==> src/rtl/lsclk_pkg.sv <==
package lsclk_pkg;
  // register addresses
  localparam int unsigned REG_MODE  = 0;
  localparam int unsigned REG_CTRL  = 1;
  localparam int unsigned REG_CMD   = 2;
  localparam int unsigned REG_STAT  = 3;
  localparam int unsigned REG_IRQEN = 4;

  // sticky flag slots inside the status register
  localparam int unsigned FLAG_FAIL = 0;
  localparam int unsigned FLAG_DONE = 1;
  localparam int unsigned FLAG_N    = 2;

  // strobes from control to datapath
  typedef struct packed {
    logic modeWr;
    logic ctrlWr;
    logic irqEnWr;
    logic failClr;
    logic doneClr;
    logic startDone;
    logic failHit;
  } lsStrobe_t;
endpackage

==> src/rtl/lsclk_ctrl.sv <==
module lsclk_ctrl
  import lsclk_pkg::*;
#(
  parameter int ADDR_W       = 3,
  parameter int FAIL_LIMIT   = 8,
  parameter int START_CYCLES = 2
) (
  input  logic              clk,
  input  logic              rstN,
  input  logic              busWrEn,
  input  logic [ADDR_W-1:0] busAddr,
  input  logic [1:0]        cmdBits,
  input  logic              xtalAlive,
  input  logic              xtalModeSel,
  output lsStrobe_t         strb,
  output logic              startBusy
);
  localparam int LOW_W = (FAIL_LIMIT > 1) ? $clog2(FAIL_LIMIT) : 1;
  localparam int SEQ_W = (START_CYCLES > 1) ? $clog2(START_CYCLES) : 1;
  localparam logic [LOW_W-1:0] LOW_LAST = LOW_W'(FAIL_LIMIT - 1);
  localparam logic [SEQ_W-1:0] SEQ_LAST = SEQ_W'(START_CYCLES - 1);

  logic [LOW_W-1:0] lowCnt;
  logic [SEQ_W-1:0] seqCnt;
  logic             busyQ;
  logic             wrMode, wrCtrl, wrCmd, wrStat, wrIrqEn;
  logic             startReq, seqDone, failHit;

  // address decode
  always_comb begin
    wrMode  = busWrEn && (busAddr == ADDR_W'(REG_MODE));
    wrCtrl  = busWrEn && (busAddr == ADDR_W'(REG_CTRL));
    wrCmd   = busWrEn && (busAddr == ADDR_W'(REG_CMD));
    wrStat  = busWrEn && (busAddr == ADDR_W'(REG_STAT));
    wrIrqEn = busWrEn && (busAddr == ADDR_W'(REG_IRQEN));
  end

  // crystal failure monitor: consecutive low samples in crystal mode
  assign failHit = xtalModeSel && !xtalAlive && (lowCnt == LOW_LAST);

  always_ff @(posedge clk or negedge rstN) begin
    if (!rstN) begin
      lowCnt <= '0;
    end else if (!xtalModeSel || xtalAlive || failHit) begin
      lowCnt <= '0;
    end else begin
      lowCnt <= lowCnt + 1'b1;
    end
  end

  // switch-over start sequencer; zero writes never start it
  assign startReq = wrCmd && cmdBits[0] && !busyQ;
  assign seqDone  = busyQ && (seqCnt == '0);

  always_ff @(posedge clk or negedge rstN) begin
    if (!rstN) begin
      busyQ  <= 1'b0;
      seqCnt <= '0;
    end else if (startReq) begin
      busyQ  <= 1'b1;
      seqCnt <= SEQ_LAST;
    end else if (busyQ) begin
      if (seqCnt == '0) begin
        busyQ <= 1'b0;
      end else begin
        seqCnt <= seqCnt - 1'b1;
      end
    end
  end

  assign startBusy = busyQ;

  always_comb begin
    strb           = '0;
    strb.modeWr    = wrMode;
    strb.ctrlWr    = wrCtrl;
    strb.irqEnWr   = wrIrqEn;
    strb.failClr   = wrStat && cmdBits[0];
    strb.doneClr   = wrStat && cmdBits[1];
    strb.startDone = seqDone;
    strb.failHit   = failHit;
  end
endmodule

==> src/rtl/lsclk_regfile.sv <==
module lsclk_regfile
  import lsclk_pkg::*;
#(
  parameter int ADDR_W = 3,
  parameter int DATA_W = 8,
  parameter int MODE_W = 2,
  parameter int WB_W   = 2
) (
  input  logic              clk,
  input  logic              rstN,
  input  lsStrobe_t         strb,
  input  logic [WB_W-1:0]   wrBits,
  input  logic [ADDR_W-1:0] busAddr,
  input  logic              haltExit,
  input  logic              startBusy,
  output logic [MODE_W-1:0] lsMode,
  output logic              oscEn,
  output logic              sysSel,
  output logic              failFlag,
  output logic              doneFlag,
  output logic              usingXtal,
  output logic              failIe,
  output logic              doneIe,
  output logic [DATA_W-1:0] busRdata
);
  logic [MODE_W-1:0] modeNext;
  logic [FLAG_N-1:0] flagQ, flagSet, flagClr;

  // mode field: failure forcing beats the lock, the lock beats a write
  always_comb begin
    modeNext = lsMode;
    if (strb.failHit) begin
      modeNext = '0;
    end else if (strb.modeWr && !oscEn) begin
      modeNext = wrBits[MODE_W-1:0];
    end
  end

  always_ff @(posedge clk or negedge rstN) begin
    if (!rstN) begin
      lsMode    <= '0;
      usingXtal <= 1'b0;
    end else begin
      lsMode <= modeNext;
      if (modeNext == '0) begin
        usingXtal <= 1'b0;
      end else if (strb.startDone) begin
        usingXtal <= 1'b1;
      end
    end
  end

  // control bits; halt exit wins over a bus write
  always_ff @(posedge clk or negedge rstN) begin
    if (!rstN) begin
      oscEn  <= 1'b0;
      sysSel <= 1'b0;
    end else if (haltExit) begin
      oscEn  <= 1'b1;
      sysSel <= 1'b1;
    end else if (strb.ctrlWr) begin
      oscEn  <= wrBits[0];
      sysSel <= wrBits[1];
    end
  end

  always_ff @(posedge clk or negedge rstN) begin
    if (!rstN) begin
      failIe <= 1'b0;
      doneIe <= 1'b0;
    end else if (strb.irqEnWr) begin
      failIe <= wrBits[0];
      doneIe <= wrBits[1];
    end
  end

  // sticky flags, write-one-to-clear, set has priority
  assign flagSet[FLAG_FAIL] = strb.failHit;
  assign flagSet[FLAG_DONE] = strb.startDone;
  assign flagClr[FLAG_FAIL] = strb.failClr;
  assign flagClr[FLAG_DONE] = strb.doneClr;

  for (genvar g = 0; g < FLAG_N; g++) begin : g_flag
    always_ff @(posedge clk or negedge rstN) begin
      if (!rstN) begin
        flagQ[g] <= 1'b0;
      end else if (flagSet[g]) begin
        flagQ[g] <= 1'b1;
      end else if (flagClr[g]) begin
        flagQ[g] <= 1'b0;
      end
    end
  end

  assign failFlag = flagQ[FLAG_FAIL];
  assign doneFlag = flagQ[FLAG_DONE];

  // readback
  always_comb begin
    busRdata = '0;
    case (busAddr)
      ADDR_W'(REG_MODE):  busRdata[MODE_W-1:0] = lsMode;
      ADDR_W'(REG_CTRL):  busRdata[1:0] = {sysSel, oscEn};
      ADDR_W'(REG_CMD):   busRdata[0] = startBusy;
      ADDR_W'(REG_STAT):  busRdata[2:0] = {usingXtal, doneFlag, failFlag};
      ADDR_W'(REG_IRQEN): busRdata[1:0] = {doneIe, failIe};
      default:            busRdata = '0;
    endcase
  end
endmodule

==> src/rtl/lsclk_ctrl_top.sv <==
module lsclk_ctrl_top
  import lsclk_pkg::*;
#(
  parameter int ADDR_W       = 3,
  parameter int DATA_W       = 8,
  parameter int MODE_W       = 2,
  parameter int FAIL_LIMIT   = 8,
  parameter int START_CYCLES = 2
) (
  input  logic              clk,
  input  logic              rstN,
  input  logic              busWrEn,
  input  logic [ADDR_W-1:0] busAddr,
  input  logic [DATA_W-1:0] busWdata,
  output logic [DATA_W-1:0] busRdata,
  input  logic              xtalAlive,
  input  logic              haltExit,
  output logic              lsClkXtal,
  output logic              sysClkHigh,
  output logic              failIrq,
  output logic              doneIrq
);
  localparam int WB_W = (MODE_W > 2) ? MODE_W : 2;

  lsStrobe_t         strb;
  logic [MODE_W-1:0] lsMode;
  logic              oscEn, sysSel, failFlag, doneFlag, usingXtal;
  logic              failIe, doneIe, startBusy;
  logic              unusedWdata;

  assign unusedWdata = ^busWdata[DATA_W-1:WB_W];

  lsclk_ctrl #(
    .ADDR_W(ADDR_W), .FAIL_LIMIT(FAIL_LIMIT), .START_CYCLES(START_CYCLES)
  ) u_ctrl (
    .clk(clk), .rstN(rstN), .busWrEn(busWrEn), .busAddr(busAddr),
    .cmdBits(busWdata[1:0]), .xtalAlive(xtalAlive),
    .xtalModeSel(lsMode != '0), .strb(strb), .startBusy(startBusy)
  );

  lsclk_regfile #(
    .ADDR_W(ADDR_W), .DATA_W(DATA_W), .MODE_W(MODE_W), .WB_W(WB_W)
  ) u_regs (
    .clk(clk), .rstN(rstN), .strb(strb), .wrBits(busWdata[WB_W-1:0]),
    .busAddr(busAddr), .haltExit(haltExit), .startBusy(startBusy),
    .lsMode(lsMode), .oscEn(oscEn), .sysSel(sysSel), .failFlag(failFlag),
    .doneFlag(doneFlag), .usingXtal(usingXtal), .failIe(failIe),
    .doneIe(doneIe), .busRdata(busRdata)
  );

  assign lsClkXtal  = usingXtal;
  assign sysClkHigh = sysSel;
  assign failIrq    = failFlag && failIe;
  assign doneIrq    = doneFlag && doneIe;
endmodule

==> config.mk <==
export PLATFORM = sky130hd
export DESIGN_NAME = lsclk_ctrl_top
export DESIGN_NICKNAME = d
export VERILOG_FILES = /design/src/rtl/lsclk_pkg.sv /design/src/rtl/lsclk_ctrl.sv /design/src/rtl/lsclk_regfile.sv /design/src/rtl/lsclk_ctrl_top.sv
export SDC_FILE = /design/constraint.sdc
export NUM_CORES = 1
export LEC_CHECK = 0
export BUFFER_PORTS_ARGS = -buffer_cell sky130_fd_sc_hd__buf_2
export CAP_MARGIN = 40
export CORE_ASPECT_RATIO = 1.25
export CORE_MARGIN = 2
export CORE_UTILIZATION = 40
export DETAILED_ROUTE_END_ITERATION = 10
export GPL_ROUTABILITY_DRIVEN = 0
export PLACE_DENSITY_LB_ADDON = 0.12
export SLEW_MARGIN = 30
export SYNTH_ARGS = -nofsm -noshare
export SYNTH_HDL_FRONTEND = slang
export SYNTH_SLANG_ARGS = --single-unit
==> constraint.sdc <==
create_clock -name clk -period 3.1 [get_ports clk]
set_input_delay 0.155 -clock clk [delete_from_list [all_inputs] [get_ports clk]]
set_output_delay 0.155 -clock clk [all_outputs]
set_load 0.005 [all_outputs]
=== After elaboration in Yosys (flattened, before gate mapping) ===
Cells that the tools add are included.

* Reduce and logical (&&, ||, !) cells: 29
* Add/subtract/negate cells: 2
* Eq/ne operators: 5
* Mux-type cells: 22
* Bitwise logic cells: 1

{| class="wikitable"
|+ Operators with widths
! kind !! count
|-
| 1-bit two-way mux || 17
|-
| 1-bit logical AND || 15
|-
| 2-bit nonzero test || 6
|-
| 3-bit by 2-bit equality test with 1-bit output, second input constant || 2
|-
| 3-bit equality test, second input constant || 2
|-
| 1-bit one-hot mux with 5 select lines || 1
|-
| 1-bit logical NOT || 4
|-
| 2-bit two-way mux || 2
|-
| 1-bit one-hot mux with 4 select lines || 1
|-
| 3-bit by 1-bit adder with 3-bit output, second input constant || 1
|-
| 3-bit by 1-bit equality test with 1-bit output, second input constant || 1
|-
| 3-bit logical NOT || 1
|-
| 3-bit two-way mux || 1
|-
| 2-bit logical NOT || 1
|-
| 1-bit logical OR || 2
|-
| 1-bit inverter || 1
|-
| 1-bit subtractor, second input constant || 1
|}

* Output and inout bits: 12
* Flip-flop bits (word level): 14
* Logic and storage cells: 70

=== Logic depth before layout (Yosys ltp) ===
Gate-level depths: netlist of run 1.

* Depth in word-level cells: 7
* Gate-level depth with buffers: 4
* Gate-level depth less buffers: 4

=== By module ===
Synthesis of run 1 repeated with hierarchy kept, for this count alone.

* Cell total of the unflattened synthesis: 80
* Area total of the unflattened synthesis: 814.5 µm²

{| class="wikitable"
|+ Modules (own cells, without submodules)
! module !! area each (µm²) !! cells each !! times used
|-
| lsclk_regfile || 485.5 || 45 || 1
|-
| lsclk_ctrl || 310.3 || 32 || 1
|-
| lsclk_ctrl_top || 18.8 || 3 || 1
|}

=== Worst setup path after synthesis of run 1 ===
Ideal clock, no wire load.

* Path kind: register -> register
* From: register u_regs.oscEn
* To: register u_regs.usingXtal
* Cell stages (with the launch flop): 4
* Arrival time: 1.152 ns
* Setup slack: 1.806 ns
* Data required time: 2.958 ns
* Path buffers: 0
* Cell sequence: dfrtp_1 -> or2_2 -> or4_1 -> nor4bb_1

* Longest elaborated chain between the ends: 6
* Elaborated cells on any way between the ends: 7
* Those cells by class: mux: 3; reduce/logical: 4

{| class="wikitable"
|+ Ends and longest elaborated chain
! what !! RTL line !! source
|-
| start, declared || lsclk_regfile.sv:17 || <nowiki>output logic oscEn,</nowiki>
|-
| start signal, assigned || lsclk_regfile.sv:62 || <nowiki>oscEn <= wrBits[0];</nowiki>
|-
| 1-bit logical NOT (*) || lsclk_regfile.sv:34 || <nowiki>end else if (strb.modeWr && !oscEn) begin</nowiki>
|-
| 1-bit logical AND (*) || lsclk_regfile.sv:34 ||
|-
| 2-bit two-way mux (*) || lsclk_regfile.sv:34 ||
|-
| 2-bit two-way mux (*) || lsclk_regfile.sv:32 || <nowiki>if (strb.failHit) begin</nowiki>
|-
| 2-bit logical NOT (*) || lsclk_regfile.sv:45 || <nowiki>if (modeNext == '0) begin</nowiki>
|-
| 1-bit two-way mux / 2-bit nonzero test (equally long branches) || -- ||
|-
| end signal, assigned || lsclk_regfile.sv:42 || <nowiki>usingXtal <= 1'b0;</nowiki>
|-
| end signal, assigned || lsclk_regfile.sv:46 || <nowiki>usingXtal <= 1'b0;</nowiki>
|-
| end signal, assigned || lsclk_regfile.sv:48 || <nowiki>usingXtal <= 1'b1;</nowiki>
|-
| end, declared || lsclk_regfile.sv:21 || <nowiki>output logic usingXtal,</nowiki>
|}

Every way passes the cells marked *; elsewhere a longest branch is shown, timed or not.
A chain may end at the register's enable or synchronous reset.

=== Worst setup path in the final report of run 1 ===
* From: register u_regs.oscEn
* To: output busRdata[0]

* Longest elaborated chain between the ends: 1

{| class="wikitable"
|+ Ends and longest elaborated chain
! what !! RTL line !! source
|-
| 1-bit one-hot mux with 5 select lines || lsclk_regfile.sv:101 || <nowiki>case (busAddr)</nowiki>
|-
| end, declared || lsclk_ctrl_top.sv:15 || <nowiki>output logic [DATA_W-1:0] busRdata,</nowiki>
|}

No other way between the ends.

==> metrics.md, run 1 <==
| Metric | Value |
|---|---|
| Fin crit period | 1.50 ns |
| CTS Buf Count | 3 |
| CP Cell Sequence | mux2_1 -> a21oi_1 -> o22ai_1 -> buf_2 |
| Vias in the first global route | 585 |
| CP max FO | 4 |
| Worst hold path class | in2reg |
| FF+latch count, synth | 14 |
| DIE AREA | 2350 sq um |
| Combinational power share | 0.186 |
| Largest net degree at the start of global routing | 15 |
| Int Pwr | 287 uW |
| Routed Antenna Nets | 0 |
| P&R area growth vs syn | 13.0% |
| Synth Flop Type | dfrtp_1 |
| CP peak stage delay | 0.41 ns |
| Async SR Flop Fraction | 1.00 |
| Grt ovf | 0 |
| Post-DP HPWL | 1.20 mm |
| CP Class | reg2out |
| MaxCap Viol Count | 0 |
| Seq/Total Area, Yosys | 0.444 |
| Inserted Diodes | 0 |
| Post-synth cell types | 34 |
| Static Leak | 0.425 nW |
| Layout cell share with drive strength beyond 1 | 0.245 |
| Post-Syn Instances | 78 |
| RSZ-0062 raised after global routing | no |
| CTS hold repair buffers | 1 |
| CORE AREA | 1810 sq um |
| Port bufs | 16 |
| Mean Syn Cell Area | 10.1 sq um |
| CTS tree | done |
| Mapped Area | 790 sq um |
| CP endpoint kind | primary output |
| Drt wl/cell | 14.0 microns |
| Final net count | 114 |
| Cell Pwr Density | 445 nW/um^2 |
| Required @ worst endpoint | 2.94 ns |
| CTS H-tree lvls | 1 |
| Die Y-Extent | 53.7 microns |
| TritonRoute pass-1 iters | 4 |
| Final instance area | 892 sq um |
| Setup TNS | 0 ns |
| Root buffer cell | clkbuf_4 |
| Yosys Warn Count | 0 |
| Global-route wire length before repair | 2.69 mm |
| Hold WS | 0.0672 ns |
| Resized Gates After CTS | 0 |
| Reg power frac | 0.556 |
| Initial antenna violation count | 0 |
| Clock buffer depth | 2 |
| Dpl cell area | 860 sq um |
| Slowest CP cell | dfrtp_1 |
| DRC | 0 |
| Starting Density | 0.437 |
| Via Count | 636 |
| Net Sw Frac | 0.277 |
| Status | completed |
| DR iter-0 viols | 7 |
| Peak Freq | 665 MHz |
| Clk sink count | 14 |
| Row count | 17 |
| Final cycle utilization of the critical path | 0.485 |
| Arrival time at the worst endpoint | 1.35 ns |
| Post-synth EDFFs | 0 |
| Startpoint types | flip-flop |
| Worst-Skew Late Latency | 0.28 ns |
| Maximum VDD drop | 0.281 mV |
| Worst Skew | 0.00452 ns |
| Die X | 43.7 microns |
| Worst-Margin Slew | 0.569 ns |
| Post-CTS setup buffers | 0 |
| Final setup fails | 0 |
| Total GRT Usage | 0.160 |
| Final count of hold timing violations | 0 |
| Routed wire length | 1.58 mm |
| Max-slew headroom | 0.620 |
| Psw | 110 uW |
| Clk pwr share | 0.258 |
| Max-slew violations | 0 |
| Ports | 28 |
| CTS clk-pin slew, worst paths | 0.08 ns |
| Vias per inst | 5.63 |
## cell usage in the layout (no fill, tap or decap), drive strengths merged, types with 2 or more instances in the layout
| cell | n |
|---|---|
| clkbuf | 3 |
| nor2b | 4 |
| o21ai | 4 |
| ha | 2 |
| mux2 | 3 |
| nor2 | 3 |
| nor3b | 3 |
| conb | 5 |
| buf | 16 |
| and2 | 5 |
| nand4 | 2 |
| a21oi | 4 |
| nand2 | 2 |
| a211o | 2 |
| dfrtp | 14 |
| nand3 | 2 |
| mux2i | 2 |
| a21o | 2 |
## routing by layer
layer  share of wire  GRT usage  vias up
met1            0.42      0.195      306
met2            0.51      0.245       19
met5               0          0        -
li1                -          -      307
met4           0.016     0.0859        0
met3           0.049     0.0570        4
## cell families (layout without fill, tap and decap cells)
kind of cell / Yosys count / count (layout) / share of synthesized area
AO/OA/AOI/OAI: 15 / 15 / 0.120
multiplexers: 5 / 5 / 0.0681
adder cells (fa/ha/maj): 2 / 2 / 0.0317
AND/OR/NAND/NOR: 32 / 32 / 0.265
other: 1 / 5 / 0.00475
flip-flops: 14 / 14 / 0.444
buffers and inverters: 9 / 21 / 0.0666
## cell usage after synthesis (all sizes together), types with 3 or more instances
library cell   n  area, sq um
nor3b          3         22.5
buf            5         37.5
nor2           3         11.3
dfrtp         14          350
clkbuf         3         11.3
and2           5         31.3
o21ai          4         20.0
nor2b          4         25.0
mux2           3         33.8
a21oi          4         20.0
## power groups by stage
| stage | logic (mW) | clock network [mW] | registers (mW) |
|---|---|---|---|
| floorplan | 0.0537 | 0 | 0.220 |
| global placement | 0.0726 | 0 | 0.225 |
| detailed placement | 0.0734 | 0 | 0.225 |
| CTS | 0.0749 | 0.105 | 0.221 |
| global route | 0.0837 | 0.115 | 0.225 |
| finish | 0.0738 | 0.102 | 0.221 |
## stage by stage
stage	std cells	total power, mW	setup WS (ns)	utilization
floorplan	82	0.274	1.81	-
global route	113	0.423	1.48	0.493
finish	113	0.397	1.60	0.493
CTS	113	0.401	1.59	0.493
global placement	109	0.297	1.61	0.475
detailed placement	109	0.298	1.60	0.475
## cell type report
| type | instances | area, sq um |
|---|---|---|
| clock buffers | 3 | 22.5 |
| fillers | 188 | 916 |
| inverters | 1 | 3.75 |
| multi-input cells | 59 | 402 |
| flip-flops and latches | 14 | 350 |
| well taps | 19 | 23.8 |
| repair buffers | 17 | 90.1 |
## registers in the layout (all words and copies together) (netlist names)
| name | flops |
|---|---|
| u_ctrl.lowCnt | 3 |
| u_regs.lsMode | 2 |
| u_ctrl.seqCnt | 1 |
| u_ctrl.startBusy | 1 |
| u_regs.doneFlag | 1 |
| u_regs.doneIe | 1 |
| u_regs.failFlag | 1 |
| u_regs.failIe | 1 |
| u_regs.oscEn | 1 |
| u_regs.sysSel | 1 |
| u_regs.usingXtal | 1 |
## path summary, 6_finish.rpt
check	startpoint	cells after the start	slack (ns)	to
worst max-delay path	u_regs.oscEn	4	1.60	busRdata[0]
worst min-delay path	xtalAlive	2	0.07	u_ctrl.lowCnt[0]
worst max register to register	u_ctrl.lowCnt[0]	4	1.66	u_regs.usingXtal
worst min register to register	u_ctrl.lowCnt[0]	1	0.46	u_ctrl.lowCnt[0]
max in group asynchronous	rstN	2	2.56	u_regs.lsMode[0]
min in group asynchronous	rstN	2	0.30	u_ctrl.seqCnt
## worst max-delay path, delay by kind of cell, from the launching register on
family | cells | cell delay, ns
DFF | 1 | 0.41
buffers and inverters | 1 | 0.13
AOI/OAI and AO/OA | 2 | 0.24
muxes | 1 | 0.29
(Power assumes the default switching activity.)
==> run 2: changes to the inputs <==
ABC_AREA = 1   (was unset)
clock period = 1.32 ns   (was 3.1 ns; I/O delays follow)
==> metrics.md, run 2 <==
| Metric | Value |
|---|---|
| Routed wire length | 1.47 mm (-6.6%) |
| Startpoint types | flip-flop |
| Cell Pwr Density | 1280 nW/um^2 (+190%) |
| CTS H-tree lvls | 1 (unchanged) |
| Routed Antenna Nets | 0 (unchanged) |
| Total GRT Usage | 0.147 (-0.0129) |
| Final count of hold timing violations | 0 (unchanged) |
| Clock buffer depth | 2 (unchanged) |
| Synth top cells by count | 20 x inv_1, 14 x dfrtp_1, 11 x nand2_1 |
| CP endpoint kind | primary output |
| Max FFs per register | 3 (unchanged) |
| CTS Buf Count | 3 (unchanged) |
| DIE AREA | 2270 sq um (-3.3%) |
| Maximum VDD drop | 0.656 mV (+130%) |
| FF+latch count, synth | 14 (unchanged) |
| Final setup fails | 0 (unchanged) |
| Starting Density | 0.426 (-0.0109) |
| Post-DP HPWL | 1.15 mm (-4.0%) |
| Yosys top cell by area | dfrtp_1 |
| Fin crit period | 1.22 ns |
| MaxCap Viol Count | 0 (unchanged) |
| Mean Syn Cell Area | 7.92 sq um (-22%) |
| CP Class | reg2out |
| Arrival time at the worst endpoint | 1.16 ns (-0.19 ns) |
| Net Sw Frac | 0.305 (+0.0285) |
| DRC | 0 (unchanged) |
| Clk sink count | 14 (unchanged) |
| Most frequent cells in the layout | 20 x inv_1, 16 x buf_2, 14 x dfrtp_1 |
| Die X | 43.0 microns (-1.7%) |
| Clk pwr share | 0.267 (+0.009) |
| Met1 wire length | 648 microns (-2.3%) |
| Mapped Area | 761 sq um (-3.6%) |
| Final worst-path setup slack | 0.0980 ns (-1.50 ns) |
| TritonRoute pass-1 iters | 4 (unchanged) |
| Hold WS | 0.00893 ns (-0.0583 ns) |
| Die Y-Extent | 52.8 microns (-1.7%) |
| Final cycle utilization of the critical path | 0.926 |
| Fillers | 188 (unchanged) |
| Reg power frac | 0.497 (-0.059) |
| CTS clk-pin slew, worst paths | 0.09 ns (about the same) |
| Async SR Flop Fraction | 1.00 (unchanged) |
| Final net count | 135 (+18%) |
| Worst-Skew Late Latency | 0.27 ns (about the same) |
| Setup TNS | 0 ns (unchanged) |
| Worst hold path class | in2reg |
| Peak Freq | 818 MHz |
| Yosys Warn Count | 0 (unchanged) |
| Vias in the first global route | 578 (-1.2%) |
| Crit-path most repeated cell | o21ai_0 |
| DR WL met2 | 706 microns (-13%) |
| Top flop regs | u_ctrl.lowCnt x3, u_regs.lsMode x2 |
| Largest net degree at the start of global routing | 15 (unchanged) |
| Seq/Total Area, Yosys | 0.461 (+0.0168) |
| Synth area leaders | dfrtp_1 46%, inv_1 9.9%, nand2_1 5.4%, o21ai_0 5.3%, buf_4 4.9% |
| Most flops, register | u_ctrl.lowCnt |
| Inserted Diodes | 0 (unchanged) |
| Required @ worst endpoint | 1.25 ns (-1.69 ns) |
| Ports | 28 (unchanged) |
| DR iter-0 viols | 13 (+6) |
| Post-synth EDFFs | 0 (unchanged) |
| Top cell type's share of synthesized area | 0.461 (+0.0168) |
| CORE AREA | 1790 sq um (-1.2%) |
| CTS tree | done |
| Layout cell share with drive strength beyond 1 | 0.233 (-0.0119) |
| Global-route wire length before repair | 2.48 mm (-8.0%) |
| Static Leak | 0.501 nW (+18%) |
| Drt wl/cell | 10.9 microns (-22%) |
| Root buffer cell | clkbuf_4 |
| Vias per inst | 4.87 (-13%) |
| RSZ-0062 raised after global routing | no |
| Reg2reg setup slack | 0.11 ns (-1.55 ns) |
| CP peak stage delay | 0.41 ns (about the same) |
| P&R area growth vs syn | 17.1% |
| Slowest CP cell | dfrtp_1 |
| CP Cell Sequence | nand3_1 -> o21ai_0 -> nor2_1 -> o21ai_0 -> buf_2 |
| Post-synth cell types | 18 (-47%) |
| Initial antenna violation count | 0 (unchanged) |
| Pre-CTS WS | 0.0915 ns (-1.51 ns) |
| Grt ovf | 0 (unchanged) |
| Max-slew violations | 0 (unchanged) |
| Synth Flop Type | dfrtp_1 |
| Post-CTS setup buffers | 0 (unchanged) |
| Via Count | 658 (+3.5%) |
| Top Layer Used | met4 |
| Status | completed |
| Cell with the most instances after synthesis | inv_1 |
| Int Pwr | 793 uW (+180%) |
| Wire length on met3 | 93 microns (+19%) |
| Row count | 17 (unchanged) |
| Commonest non-fill, non-tap cell in the layout | inv_1 |
| Psw | 349 uW (+220%) |
| Post-Syn Instances | 96 (+23%) |
| Port bufs | 16 (unchanged) |
| Combinational power share | 0.236 (+0.050) |
| Worst Skew | 0.00311 ns (-0.00141 ns) |
| CP max FO | 3 (-1) |
[run 2: final timing paths]
| check | start | cells after the start | end |
|---|---|---|---|
| max | u_regs.failIe | 5 | busRdata[0] |
| min | haltExit | 3 | u_regs.sysSel |
| max reg2reg | u_ctrl.lowCnt[0] | 5 | u_regs.usingXtal |
| min reg2reg | u_ctrl.lowCnt[0] | 1 | u_ctrl.lowCnt[0] |
| max in group asynchronous | rstN | 2 | u_regs.lsMode[0] |
| min in group asynchronous | rstN | 2 | u_regs.failIe |
[run 2: area by class of cell]
class                   count  area (sq um)  share of cell area
flip-flops and latches     14           350               0.393
multi-input cells          60           312               0.350
repair buffers             17          90.1               0.101
inverters                  21          78.8              0.0885
clock buffers               4          36.3              0.0407
well taps                  19          23.8              0.0267
[run 2: logic make-up after synthesis]
| group | synth area share |
|---|---|
| other cells | 0.00493 |
| fa+ha+maj | 0.0329 |
| buf+inv | 0.153 |
| compound gates | 0.113 |
| flops | 0.461 |
| simple gates | 0.235 |
[run 2: per-layer routing]
layer  vias up  GRT usage
met2        25      0.242
li1        333          -
met1       296      0.185
met3         4     0.0207
met4         0     0.0758
met5         -          0
[run 2: repair_timing]
action	in CTS	in global routing
hold buffers	1	0
endpoints found under the setup margin	0	1
hold endpoints to repair	14	0
resized for setup	0	1
[run 2: critical path, delay by kind of cell (launching register included)]
family,cells,cell delay (ns)
buffers and inverters,1,0.13
AND/OR/NAND/NOR,2,0.19
AO/OA/AOI/OAI,2,0.15
flip-flops,1,0.41
[run 2: power groups by stage]
stage                     Combinational, mW  Sequential [mW]  Clock (mW)
after floorplan                       0.188            0.566           0
after global placement                0.267            0.575           0
after detailed placement              0.269            0.578           0
after CTS                             0.274            0.569       0.310
after global routing                  0.315            0.581       0.327
final                                 0.269            0.567       0.304
[run 2: per-stage QoR]
stage               utilization  std cells  total power [mW]  area [sq um]
floorplan                     -        100             0.754           776
global placement          0.471        130             0.842           842
detailed placement        0.471        130             0.847           842
CTS                       0.497        135              1.15           888
global route              0.499        135              1.22           891
finish                    0.499        135              1.14           891
